**src/rtl/pairalu_pkg.sv**
```systemverilog
package pairalu_pkg;

   typedef enum logic [3:0] {
      OP_LOAD  = 4'h0,
      OP_MOVE  = 4'h1,
      OP_ADD   = 4'h2,
      OP_SUB   = 4'h3,
      OP_AND   = 4'h4,
      OP_OR    = 4'h5,
      OP_XOR   = 4'h6,
      OP_MUL   = 4'h8,
      OP_ADDW  = 4'h9,
      OP_ADDWC = 4'hA,
      OP_SUBW  = 4'hB,
      OP_SUBWC = 4'hC
   } op_e;

   typedef enum logic [1:0] {
      WR_NONE = 2'd0,
      WR_BYTE = 2'd1,
      WR_PAIR = 2'd2
   } wr_kind_e;

endpackage

```
**src/rtl/pairalu_bank.sv**
```systemverilog
module pairalu_bank #(
   parameter int W     = 8,
   parameter int DEPTH = 8,
   parameter int AW    = $clog2(DEPTH)
) (
   input  logic          clk,
   input  logic          rst_n,
   input  logic          wr_en,
   input  logic [AW-1:0] wr_addr,
   input  logic [W-1:0]  wr_data,
   input  logic [AW-1:0] ra_addr,
   output logic [W-1:0]  ra_data,
   input  logic [AW-1:0] rb_addr,
   output logic [W-1:0]  rb_data,
   input  logic [AW-1:0] rc_addr,
   output logic [W-1:0]  rc_data
);

   logic [W-1:0] mem [DEPTH];

   always_ff @(posedge clk or negedge rst_n) begin
      if (!rst_n) begin
         for (int i = 0; i < DEPTH; i++) mem[i] <= '0;
      end else if (wr_en) begin
         mem[wr_addr] <= wr_data;
      end
   end

   assign ra_data = mem[ra_addr];
   assign rb_data = mem[rb_addr];
   assign rc_data = mem[rc_addr];

   AST_WRITE_LANDS: assert property (@(posedge clk) disable iff (!rst_n)
      wr_en |=> mem[$past(wr_addr)] == $past(wr_data));

endmodule

```
**src/rtl/pairalu_exec.sv**
```systemverilog
module pairalu_exec
   import pairalu_pkg::*;
#(
   parameter int W  = 8,
   parameter int WW = 2 * W
) (
   input  logic          op_valid,
   input  logic [3:0]    op_code,
   input  logic [W-1:0]  byte_a,
   input  logic [W-1:0]  byte_b,
   input  logic [WW-1:0] pair_a,
   input  logic [WW-1:0] pair_b,
   input  logic [W-1:0]  imm,
   input  logic          carry_in,
   output logic [WW-1:0] result,
   output wr_kind_e      wr_kind,
   output logic          flag_we,
   output logic          carry_nx,
   output logic          zero_nx
);

   logic [W:0]    sum8, dif8;
   logic [WW:0]   sumw, difw;
   logic [WW-1:0] prod;
   logic          cin_use;

   always_comb begin
      cin_use = (op_code == OP_ADDWC || op_code == OP_SUBWC) ? carry_in : 1'b0;
      sum8    = {1'b0, byte_a} + {1'b0, byte_b};
      dif8    = {1'b0, byte_a} - {1'b0, byte_b};
      sumw    = {1'b0, pair_a} + {1'b0, pair_b} + (WW+1)'(cin_use);
      difw    = {1'b0, pair_a} - {1'b0, pair_b} - (WW+1)'(cin_use);
      prod    = WW'(byte_a) * WW'(byte_b);
   end

   always_comb begin
      result   = '0;
      wr_kind  = WR_NONE;
      flag_we  = 1'b0;
      carry_nx = carry_in;
      if (op_valid) begin
         case (op_code)
            OP_LOAD: begin result = WW'(imm);    wr_kind = WR_BYTE; end
            OP_MOVE: begin result = WW'(byte_b); wr_kind = WR_BYTE; end
            OP_ADD: begin
               result = WW'(sum8[W-1:0]); wr_kind = WR_BYTE;
               flag_we = 1'b1; carry_nx = sum8[W];
            end
            OP_SUB: begin
               result = WW'(dif8[W-1:0]); wr_kind = WR_BYTE;
               flag_we = 1'b1; carry_nx = dif8[W];
            end
            OP_AND: begin
               result = WW'(byte_a & byte_b); wr_kind = WR_BYTE;
               flag_we = 1'b1; carry_nx = 1'b0;
            end
            OP_OR: begin
               result = WW'(byte_a | byte_b); wr_kind = WR_BYTE;
               flag_we = 1'b1; carry_nx = 1'b0;
            end
            OP_XOR: begin
               result = WW'(byte_a ^ byte_b); wr_kind = WR_BYTE;
               flag_we = 1'b1; carry_nx = 1'b0;
            end
            OP_MUL: begin
               result = prod; wr_kind = WR_PAIR;
               flag_we = 1'b1; carry_nx = 1'b0;
            end
            OP_ADDW, OP_ADDWC: begin
               result = sumw[WW-1:0]; wr_kind = WR_PAIR;
               flag_we = 1'b1; carry_nx = sumw[WW];
            end
            OP_SUBW, OP_SUBWC: begin
               result = difw[WW-1:0]; wr_kind = WR_PAIR;
               flag_we = 1'b1; carry_nx = difw[WW];
            end
            default: ;
         endcase
      end
      zero_nx = (wr_kind == WR_PAIR) ? (result == '0) : (result[W-1:0] == '0);
   end

endmodule

```
**src/rtl/pairalu_core.sv**
```systemverilog
module pairalu_core
   import pairalu_pkg::*;
#(
   parameter int DATA_W   = 8,
   parameter int NUM_REGS = 16,
   parameter int IDX_W    = $clog2(NUM_REGS)
) (
   input  logic              clk,
   input  logic              rst_n,
   input  logic              op_valid,
   input  logic [3:0]        op_code,
   input  logic [IDX_W-1:0]  idx_a,
   input  logic [IDX_W-1:0]  idx_b,
   input  logic [DATA_W-1:0] imm_data,
   input  logic [IDX_W-1:0]  rd_idx,
   output logic [DATA_W-1:0] rd_data,
   output logic              carry_flag,
   output logic              zero_flag
);

   localparam int WW    = 2 * DATA_W;
   localparam int DEPTH = NUM_REGS / 2;
   localparam int AW    = IDX_W - 1;

   if (NUM_REGS < 4 || (NUM_REGS & (NUM_REGS - 1)) != 0) begin : g_bad_regs
      $error("pairalu_core: NUM_REGS must be a power of two of at least 4");
   end
   if (DATA_W < 2) begin : g_bad_width
      $error("pairalu_core: DATA_W must be at least 2");
   end

   logic [DATA_W-1:0] bank_ra [2];
   logic [DATA_W-1:0] bank_rb [2];
   logic [DATA_W-1:0] bank_rc [2];
   logic [DATA_W-1:0] bank_wd [2];
   logic              bank_we [2];

   logic [WW-1:0]     pair_a, pair_b, result;
   logic [DATA_W-1:0] byte_a, byte_b;
   wr_kind_e          wr_kind;
   logic              flag_we, carry_nx, zero_nx;

   // bank 0 holds even (low) registers, bank 1 holds odd (high) registers
   for (genvar g = 0; g < 2; g++) begin : g_bank
      pairalu_bank #(.W(DATA_W), .DEPTH(DEPTH), .AW(AW)) u_bank (
         .clk     (clk),
         .rst_n   (rst_n),
         .wr_en   (bank_we[g]),
         .wr_addr (idx_a[IDX_W-1:1]),
         .wr_data (bank_wd[g]),
         .ra_addr (idx_a[IDX_W-1:1]),
         .ra_data (bank_ra[g]),
         .rb_addr (idx_b[IDX_W-1:1]),
         .rb_data (bank_rb[g]),
         .rc_addr (rd_idx[IDX_W-1:1]),
         .rc_data (bank_rc[g])
      );
      assign bank_we[g] = (wr_kind == WR_PAIR) ||
                          (wr_kind == WR_BYTE && idx_a[0] == 1'(g));
   end

   assign pair_a  = {bank_ra[1], bank_ra[0]};
   assign pair_b  = {bank_rb[1], bank_rb[0]};
   assign byte_a  = idx_a[0]  ? bank_ra[1] : bank_ra[0];
   assign byte_b  = idx_b[0]  ? bank_rb[1] : bank_rb[0];
   assign rd_data = rd_idx[0] ? bank_rc[1] : bank_rc[0];

   assign bank_wd[0] = result[DATA_W-1:0];
   assign bank_wd[1] = (wr_kind == WR_PAIR) ? result[WW-1:DATA_W] : result[DATA_W-1:0];

   pairalu_exec #(.W(DATA_W), .WW(WW)) u_exec (
      .op_valid (op_valid),
      .op_code  (op_code),
      .byte_a   (byte_a),
      .byte_b   (byte_b),
      .pair_a   (pair_a),
      .pair_b   (pair_b),
      .imm      (imm_data),
      .carry_in (carry_flag),
      .result   (result),
      .wr_kind  (wr_kind),
      .flag_we  (flag_we),
      .carry_nx (carry_nx),
      .zero_nx  (zero_nx)
   );

   always_ff @(posedge clk or negedge rst_n) begin
      if (!rst_n) begin
         carry_flag <= 1'b0;
         zero_flag  <= 1'b0;
      end else if (flag_we) begin
         carry_flag <= carry_nx;
         zero_flag  <= zero_nx;
      end
   end

   AST_ONE_BANK: assert property (@(posedge clk) disable iff (!rst_n)
      (op_valid && op_code < 4'h7) |-> $onehot0({bank_we[1], bank_we[0]}));

   AST_MUL_CARRY: assert property (@(posedge clk) disable iff (!rst_n)
      (op_valid && op_code == OP_MUL) |=> !carry_flag);

   AST_IDLE_FLAGS: assert property (@(posedge clk) disable iff (!rst_n)
      !op_valid |=> ($stable(carry_flag) && $stable(zero_flag)));

   AST_MOVE_FLAGS: assert property (@(posedge clk) disable iff (!rst_n)
      (op_valid && (op_code == OP_LOAD || op_code == OP_MOVE))
      |=> ($stable(carry_flag) && $stable(zero_flag)));

endmodule

```
**config.mk**
```make
export PLATFORM = sky130hd
export DESIGN_NAME = pairalu_core
export DESIGN_NICKNAME = d
export VERILOG_FILES = /design/src/rtl/pairalu_pkg.sv /design/src/rtl/pairalu_bank.sv /design/src/rtl/pairalu_exec.sv /design/src/rtl/pairalu_core.sv
export SDC_FILE = /design/constraint.sdc
export NUM_CORES = 1
export LEC_CHECK = 0
export ABC_CLOCK_PERIOD_IN_PS = 8500
export BUFFER_PORTS_ARGS = -buffer_cell sky130_fd_sc_hd__buf_2
export CELL_PAD_IN_SITES_DETAIL_PLACEMENT = 1
export CELL_PAD_IN_SITES_GLOBAL_PLACEMENT = 2
export CORE_MARGIN = 5
export CORE_UTILIZATION = 37
export CTS_CLUSTER_DIAMETER = 120
export DETAILED_ROUTE_END_ITERATION = 10
export PLACE_DENSITY = 0.71
export SKIP_LAST_GASP = 1
export SLEW_MARGIN = 30
export SYNTH_ARGS = -nofsm -noshare
export SYNTH_HDL_FRONTEND = slang
export SYNTH_HIERARCHICAL = 1
export SYNTH_SLANG_ARGS = --single-unit
```
**constraint.sdc**
```tcl
create_clock -name clk -period 8.5 [get_ports clk]
set_input_delay 1.7 -clock clk [delete_from_list [all_inputs] [get_ports clk]]
set_output_delay 1.7 -clock clk [all_outputs]
set_load 0.05 [all_outputs]
```
# Yosys cells after proc, flatten, opt, wreduce, memory -nomap -nowiden
# Cells that the tools add are included.
dict set report word_totals {
  input_bits 27
  word_cells 101
  out_inout_bits 10
  reg_bits 130
}
dict set report classes {
  n_eq_ne 13
  reduce_logical 17
  addsub 6
  n_lt_le_gt_ge 4
  bitwise_logic 7
  mul 1
  muxes 35
}
# op count
set ops {}
lappend ops {{one-hot mux 16 bit (10 select lines)} 1}
lappend ops {{binary-select mux 8 bit (select 3 bit)} 6}
lappend ops {{two-way mux 8 bit} 17}
lappend ops {{bitwise mux 64 bit} 2}
lappend ops {{demux 8 bit (select 3 bit)} 1}
lappend ops {{equality test 4 bit, second input constant} 5}
lappend ops {{adder 16 x 16 -> 17 bit} 1}
lappend ops {{adder 17 x 1 -> 17 bit} 1}
lappend ops {{subtractor 16 x 16 -> 17 bit} 1}
lappend ops {{subtractor 17 x 1 -> 17 bit} 1}
lappend ops {{zero test 16 bit} 1}
lappend ops {{multiplier 8 x 8 -> 16 bit} 1}
lappend ops {{two-way mux 16 bit} 1}
lappend ops {{equality test 4 x 3 -> 1 bit, second input constant} 3}
lappend ops {{greater-or-equal comparator 4 bit, second input constant} 3}
lappend ops {{inverter 3 -> 4 bit} 3}
lappend ops {{OR reduction 10 bit} 1}
lappend ops {{adder 8 x 8 -> 9 bit} 1}
lappend ops {{subtractor 8 x 8 -> 9 bit} 1}
lappend ops {{bitwise AND 8 bit} 1}
lappend ops {{equality test 4 x 2 -> 1 bit, second input constant} 2}
lappend ops {{zero test 8 bit} 1}
lappend ops {{bitwise OR 8 bit} 1}
lappend ops {{bitwise XOR 8 bit} 1}
lappend ops {{other kinds (18)} 26}

# Longest topological paths before layout
# Gate-level depths: netlist of the first run.
dict set report depth {
  depth_word 10
  ltp_mapped 27
  mapped_depth_nobuf 25
}

# Cells and area by module
# Netlist of the first run, hierarchy kept.
# mod area_each_um2 seq_area_each_um2 cells_per_inst instances
set modules_own_cells {}
lappend modules_own_cells {pairalu_bank 4078.9 1601.5 230 2}
lappend modules_own_cells {pairalu_exec 5736.8 0.0 788 1}
lappend modules_own_cells {pairalu_core 530.5 50.0 45 1}

# Worst setup path after synthesis of the first run
# No wires, ideal clock.
dict set report synth_path {
  kind {input-to-reg}
  startpoint {input port idx_a[1]}
  endpoint {register zero_flag}
  setup_slack_ns 0.657
  arrival_ns 7.777
  path_stages 23
  required_ns 8.433
  path_buffers 2
  setup_ns 0.067
  cell_sequence {buf_6 > buf_12 > mux4_1 > mux2_2 > mux2_2 > inv_1 > nor2_1 > fa_1 > fa_1 > inv_1 > fa_1 > fa_1 > inv_1 > ha_1 > nor3b_1 > or3_1 > a21oi_1 > nor4_1 > a31oi_1 > or4_1 > or4_1 > nor4_2 > mux2_2}
}
# element line_no
set synth_rtl {}
lappend synth_rtl {{start, declared} pairalu_core.sv:12} ;# input logic [IDX_W-1:0] idx_a,
lappend synth_rtl {{end signal, assigned} pairalu_core.sv:93} ;# zero_flag <= zero_nx;
lappend synth_rtl {{end, declared} pairalu_core.sv:18} ;# output logic zero_flag

==> flow_metrics.env, run 1 <==
export IMPL_numCtsBuffers=17
export IMPL_grtUsageTotal=0.2196
export IMPL_die_h_microns=207.5
export IMPL_fin_crit_sh=0.9502
export IMPL_grt_pass1_vias=12090
export IMPL_p_per_area_nw_per_um2=141.8
export IMPL_slew_violations=0
export IMPL_cp_end_kind="flop"
export IMPL_avgRoutedWirePerCell_microns=25.05
export IMPL_grt_max_degree=72
export IMPL_synth_avg_cell_area_sq_um=11.16
export IMPL_grt_pass1_wl_microns=73940
export IMPL_ys_warnings_count=6
export IMPL_p_seq_frac=0.312
export IMPL_vias=10950
export IMPL_netlist_instances=1293
export IMPL_hold_class="reg -> reg"
export IMPL_cts_tree="yes"
export IMPL_clock_sinks=130
export IMPL_use_met2=0.3986
export IMPL_reg2reg_slack_ns=1.70
export IMPL_fillers=4172
export IMPL_dieWidth_microns=207.5
export IMPL_antennaDiodeCount=0
export IMPL_fin_area_sq_um=16150
export IMPL_setup_viol=0
export IMPL_internal_power_uw=1474
export IMPL_die_area_sq_um=43040
export IMPL_power_switching_uw=816.1
export IMPL_ir_drop_mv=0.1252
export IMPL_grt_overflow=0
export IMPL_combinationalPowerShare=0.367
export IMPL_dp_slack_ns=0.01578
export IMPL_rsz0062_at_grt="false"
export IMPL_use_met1=0.2761
export IMPL_worst_setup_path_type="in -> reg"
export IMPL_antenna_left=0
export IMPL_hold_viol_final=0
export IMPL_coreArea_sq_um=38650
export IMPL_area_growth_pct=11.95
export IMPL_post_dp_cell_area_sq_um=15550
export IMPL_tightest_slew_ns=0.9481
export IMPL_synth_edf_count=0
export IMPL_fmax_mhz=123.8
export IMPL_synth_area_sq_um=14430
export IMPL_use_met3=0.02222
export IMPL_path_clk_slew_ns=0.06
export IMPL_layout_common_cells="mux2_2 (202), dfrtp_1 (130), inv_1 (126)"
export IMPL_htreeDepth=4
export IMPL_period_minus_slack_ns=8.077
export IMPL_fin_nets=1545
export IMPL_ios=37
export IMPL_ys_seq_area_frac=0.2255
export IMPL_swShare=0.3563
export IMPL_relSlewSlack=0.3666
export IMPL_arrival_ns=8.45
export IMPL_clkPwrFrac=0.321
export IMPL_synth_flop_cell="dfrtp_1"
export IMPL_numPortBuffers=36
export IMPL_cp_required_ns=8.88
export IMPL_clock_latency_ns=0.43
export IMPL_layout_drive_gt1_share=0.2948
export IMPL_outcome="finished clean"
export IMPL_finalWirelength_microns=47650
export IMPL_worst_slack_ns=0.4230
export IMPL_avgViaCountPerCell=5.756
export IMPL_dp_hpwl_microns=37070
export IMPL_fin_tns_setup_ns=0
export IMPL_clock_skew_ns=0.008294
export IMPL_cts_max_path_buffers=2
export IMPL_synthArstFlopShare=1.000
export IMPL_cts_setup_buffers=0
export IMPL_start_kind="input port"
export IMPL_synth_nets=1467
export IMPL_drv_cap=0
export IMPL_synth_seq_cells=130
export IMPL_antenna_found_initial=0
export IMPL_clock_tree_root_cell="clkbuf_16"
export IMPL_cts_resized=0
export IMPL_layout_commonest_cell="mux2_2"
export IMPL_rows=72
export IMPL_drt_pass1_iter_count=5
export IMPL_hold_buffers=0
export IMPL_routabilityCongestion=0.8840
export IMPL_crit_fanout=27
export IMPL_p_leak_uw=0.007893
export IMPL_start_util=0.3733
export IMPL_busiest_layer="met2"
export IMPL_synth_cell_type_count=80
export IMPL_drtIter0Drc=588
export IMPL_drc=0
==> metrics by stage <==
stage	cells	utilization	hold WS [ns]	power, uW
floorplan	1293	-	0.4993	1294
global placement	1870	0.4024	0.5201	1543
detailed placement	1870	0.4024	0.5356	1559
CTS	1902	0.4177	0.5500	2308
global route	1902	0.4179	0.5761	2418
finish	1902	0.4179	0.5472	2291
==> sequential cells by signal, summed over array words and instances (netlist names) <==
signal and count:
carry_flag 1, g_bank.u_bank/mem 128, zero_flag 1
==> routing by layer <==
metal	part of all wire	vias up
met3	0.028	60
li1	-	5007
met4	0.026	0
met5	0	-
met2	0.52	199
met1	0.43	5681
==> cell usage after synthesis, types with 15 or more instances <==
| library cell | count | area (sq um) |
|---|---|---|
| nand3_1 | 18 | 90.09 |
| mux2_2 | 202 | 2275 |
| a31oi_1 | 19 | 118.9 |
| buf_2 | 27 | 135.1 |
| inv_1 | 126 | 473.0 |
| nand2_1 | 41 | 153.9 |
| nor3_1 | 24 | 120.1 |
| fa_1 | 42 | 840.8 |
| a21o_1 | 15 | 112.6 |
| nor2_1 | 88 | 330.3 |
| nand2b_1 | 18 | 112.6 |
| mux4_1 | 82 | 2155 |
| dfrtp_1 | 130 | 3253 |
| xnor2_1 | 18 | 157.7 |
| a21oi_1 | 43 | 215.2 |
| ha_1 | 105 | 1314 |
| o21ai_0 | 34 | 170.2 |
==> power by group through the flow <==
stage | logic (uW) | clock network, uW | registers (uW)
floorplan | 580 | 0 | 714
global route | 914 | 784 | 720
global placement | 824 | 0 | 720
finish | 840 | 736 | 715
detailed placement | 835 | 0 | 725
CTS | 841 | 753 | 714
==> layout make-up <==
class,instances,area (sq um),area share
Sequential cell,130,3253,0.2014
Timing Repair Buffer,130,944.7,0.05850
Multi-Input combinational cell,964,10230,0.6336
Inverter,128,480.5,0.02975
Clock buffer,21,460.4,0.02851
Tap cell,518,648.1,0.04013
Clock inverter,11,130.1,0.008058
==> worst max-delay path, cell delays in order <==
cell      delay (ns)
buf_2           0.54
buf_4           0.32
mux4_2          0.30
mux2_2          0.29
mux2_2          0.36
inv_1           0.16
nor2_1          0.09
fa_1            0.45
fa_1            0.48
fa_1            0.56
inv_1           0.05
fa_1            0.48
inv_1           0.05
ha_1            0.22
nor3_1          0.27
nand2b_1        0.09
o21ai_0         0.22
xnor2_1         0.17
a32oi_1         0.18
a21oi_1         0.11
or4_1           0.52
or4_1           0.43
nor4_2          0.22
mux2_2          0.18
==> final timing paths <==
check                                                            end                            startpoint  cells past startpoint
min in group asynchronous       g_bank[1].u_bank/mem[47]$_DFFE_PN0P_                                 rst_n                      1
worst max-delay path                           zero_flag$_DFFE_PN0P_                              idx_a[2]                     24
worst min register to register  g_bank[1].u_bank/mem[44]$_DFFE_PN0P_  g_bank[1].u_bank/mem[44]$_DFFE_PN0P_                      1
worst max register to register                 zero_flag$_DFFE_PN0P_  g_bank[1].u_bank/mem[35]$_DFFE_PN0P_                     22
worst min-delay path            g_bank[1].u_bank/mem[44]$_DFFE_PN0P_  g_bank[1].u_bank/mem[44]$_DFFE_PN0P_                      1
max in group asynchronous       g_bank[0].u_bank/mem[55]$_DFFE_PN0P_                                 rst_n                      2
==> kinds of logic (layout without fill, tap and decap cells) <==
logic type,after synthesis,in the layout,synth area share
and+or+nand+nor,272,272,0.1004
DFF,130,130,0.2255
muxes,316,316,0.3442
adders and majority gates,147,147,0.1494
buffers and inverters,199,290,0.06852
AOI/OAI and AO/OA,197,197,0.09255
xor gates and xnor gates,32,32,0.01943
Power figures use the tool's default switching activity.
==> run 2: changes to the inputs <==
--- a/config.mk
+++ b/config.mk
@@ -5,7 +5,7 @@
 export SDC_FILE = /design/constraint.sdc
 export NUM_CORES = 1
 export LEC_CHECK = 0
-export ABC_CLOCK_PERIOD_IN_PS = 8500
+export ABC_CLOCK_PERIOD_IN_PS = 7700
 export BUFFER_PORTS_ARGS = -buffer_cell sky130_fd_sc_hd__buf_2
 export CELL_PAD_IN_SITES_DETAIL_PLACEMENT = 1
 export CELL_PAD_IN_SITES_GLOBAL_PLACEMENT = 2
==> constraint.sdc (replaced) <==
create_clock -name clk -period 7.7 [get_ports clk]
set_input_delay 1.54 -clock clk [delete_from_list [all_inputs] [get_ports clk]]
set_output_delay 1.54 -clock clk [all_outputs]
set_load 0.05 [all_outputs]
==> flow_metrics.env, run 2 (same netlist as run 1, synthesis figures left out) <==
export IMPL_clock_skew_ns=0.008348
export IMPL_vias=11400
export IMPL_cts_tree="yes"
export IMPL_post_dp_cell_area_sq_um=16110
export IMPL_drt_pass1_iter_count=5
export IMPL_ios=37
export IMPL_rsz0062_at_grt="true"
export IMPL_clock_latency_ns=0.43
export IMPL_crit_buf_inv=7
export IMPL_relSlewSlack=0.3541
export IMPL_period_minus_slack_ns=7.619
export IMPL_dieWidth_microns=207.5
export IMPL_slowest_stage="mux4_1"
export IMPL_p_leak_uw=0.008437
export IMPL_area_growth_pct=18.76
export IMPL_tightest_slew_ns=0.9674
export IMPL_die_h_microns=207.5
export IMPL_reg_top3="g_bank.u_bank/mem (128), carry_flag (1), zero_flag (1)"
export IMPL_largest_register="g_bank.u_bank/mem"
export IMPL_path_clk_slew_ns=0.06
export IMPL_cpMostUsedCell="buf_12"
export IMPL_p_per_area_nw_per_um2=152.5
export IMPL_cp_end_kind="flop"
export IMPL_crit_cells=25
export IMPL_fin_nets=1624
export IMPL_dp_hpwl_microns=37600
export IMPL_start_kind="input port"
export IMPL_layout_commonest_cell="mux2_2"
export IMPL_arrival_ns=7.99
export IMPL_numCtsBuffers=17
export IMPL_clock_tree_root_cell="clkbuf_16"
export IMPL_ir_drop_mv=0.2064
export IMPL_slew_violations=0
export IMPL_reg2regPathDepth=22
export IMPL_drc=0
export IMPL_start_util=0.3733
export IMPL_fin_area_sq_um=17130
export IMPL_fmax_mhz=131.2
export IMPL_drv_cap=0
export IMPL_grt_max_degree=68
export IMPL_fin_crit_sh=0.9895
export IMPL_grtUsageTotal=0.2223
export IMPL_outcome="finished clean"
export IMPL_largest_register_ffs=128
export IMPL_rows=72
export IMPL_antenna_left=0
export IMPL_routabilityCongestion=0.8659
export IMPL_cp_required_ns=8.08
export IMPL_grt_pass1_wl_microns=74840
export IMPL_setup_viol=0
export IMPL_numPortBuffers=36
export IMPL_htreeDepth=4
export IMPL_cp_slowest_stage_delay_ns=0.58
export IMPL_hold_viol_final=0
export IMPL_worst_setup_path_type="in -> reg"
export IMPL_layout_common_cells="mux2_2 (180), buf_4 (158), dfrtp_1 (130)"
export IMPL_avgRoutedWirePerCell_microns=24.79
export IMPL_crit_fanout=6
export IMPL_grt_overflow=0
export IMPL_grt_pass1_vias=12200
export IMPL_p_total_uw=2613
export IMPL_finalWirelength_microns=49130
export IMPL_hold_depth=1
export IMPL_drtIter0Drc=687
export IMPL_antenna_found_initial=0
export IMPL_hold_class="reg -> reg"
export IMPL_coreArea_sq_um=38650
export IMPL_crit_family="simple AND/OR/NAND/NOR gates"
export IMPL_die_area_sq_um=43040
export IMPL_clock_sinks=130
export IMPL_layout_drive_gt1_share=0.3548
export IMPL_cts_max_path_buffers=2
export IMPL_avgViaCountPerCell=5.750
[run 2: where the power goes]
group / switching, uW / internal [uW]
logic: 553 / 459
clock network: 325 / 487
registers: 55.2 / 734
[run 2: timing repair]
action | CTS | global route
resized for setup | 13 | 75
gates cloned | 0 | 1
pin swaps | 2 | 15
hold buffers | 0 | 0
buffers inserted | 1 | 13
setup endpoints to repair | 40 | 38
[run 2: path summary, 6_finish.rpt]
path,slack (ns),end,startpoint
min in group asynchronous,1.11,g_bank[1].u_bank/mem[2]$_DFFE_PN0P_,rst_n
hold / removal,0.54,g_bank[1].u_bank/mem[34]$_DFFE_PN0P_,g_bank[1].u_bank/mem[34]$_DFFE_PN0P_
setup reg to reg,1.05,zero_flag$_DFFE_PN0P_,g_bank[1].u_bank/mem[50]$_DFFE_PN0P_
setup / recovery,0.08,zero_flag$_DFFE_PN0P_,idx_b[1]
hold reg to reg,0.54,g_bank[1].u_bank/mem[34]$_DFFE_PN0P_,g_bank[1].u_bank/mem[34]$_DFFE_PN0P_
max in group asynchronous,5.30,g_bank[0].u_bank/mem[20]$_DFFE_PN0P_,rst_n
[run 2: area by class of cell]
class                           instances  area [sq um]
Antenna cell                            1         2.502
Clock buffer                           18         439.2
Clock inverter                         14         153.9
Fill cell                            4187         21520
Inverter                              128         493.0
Multi-Input combinational cell        964         10420
Sequential cell                       130          3253
Tap cell                              518         648.1
Timing Repair Buffer                  209          1718
[run 2: through the flow]
stage | hold slack (ns) | util | setup WS (ns) | setup TNS, ns | std cells
final | 0.5404 | 0.4433 | 0.08073 | 0 | 1982
after global routing | 0.5715 | 0.4432 | -0.08526 | -0.08633 | 1981
after CTS | 0.5424 | 0.4336 | 0.001362 | 0 | 1967
after detailed placement | 0.5281 | 0.4169 | -0.9450 | -31.38 | 1934
after global placement | 0.5208 | 0.4169 | -0.8342 | -25.71 | 1934
after floorplan | 0.4993 | - | 0.01652 | 0 | 1293
[run 2: layer usage]
layer  wire [microns]  vias to the layer above  GRT usage  share of wire
met5                0                        -          0              0
met4             1268                        0    0.06589          0.026
met3             1249                       58    0.02025          0.025
met2            25240                      203     0.3961           0.51
met1            21370                     5950     0.2882           0.43
li1                 -                     5186          -              -
[run 2: worst reg2reg max path, stage by stage, from the launching register on]
cell	delay [ns]
dfrtp_1	0.40
mux4_1	0.52
mux2_2	0.36
mux2_4	0.36
inv_2	0.09
buf_4	0.13
nor2_1	0.06
ha_1	0.20
fa_1	0.43
ha_1	0.28
inv_1	0.04
fa_1	0.47
inv_1	0.06
fa_1	0.49
a22oi_1	0.20
o32ai_1	0.13
a211oi_1	0.27
a31oi_1	0.15
or4_4	0.57
or4_1	0.47
or4_4	0.44
nor4_4	0.28
mux2_4	0.18
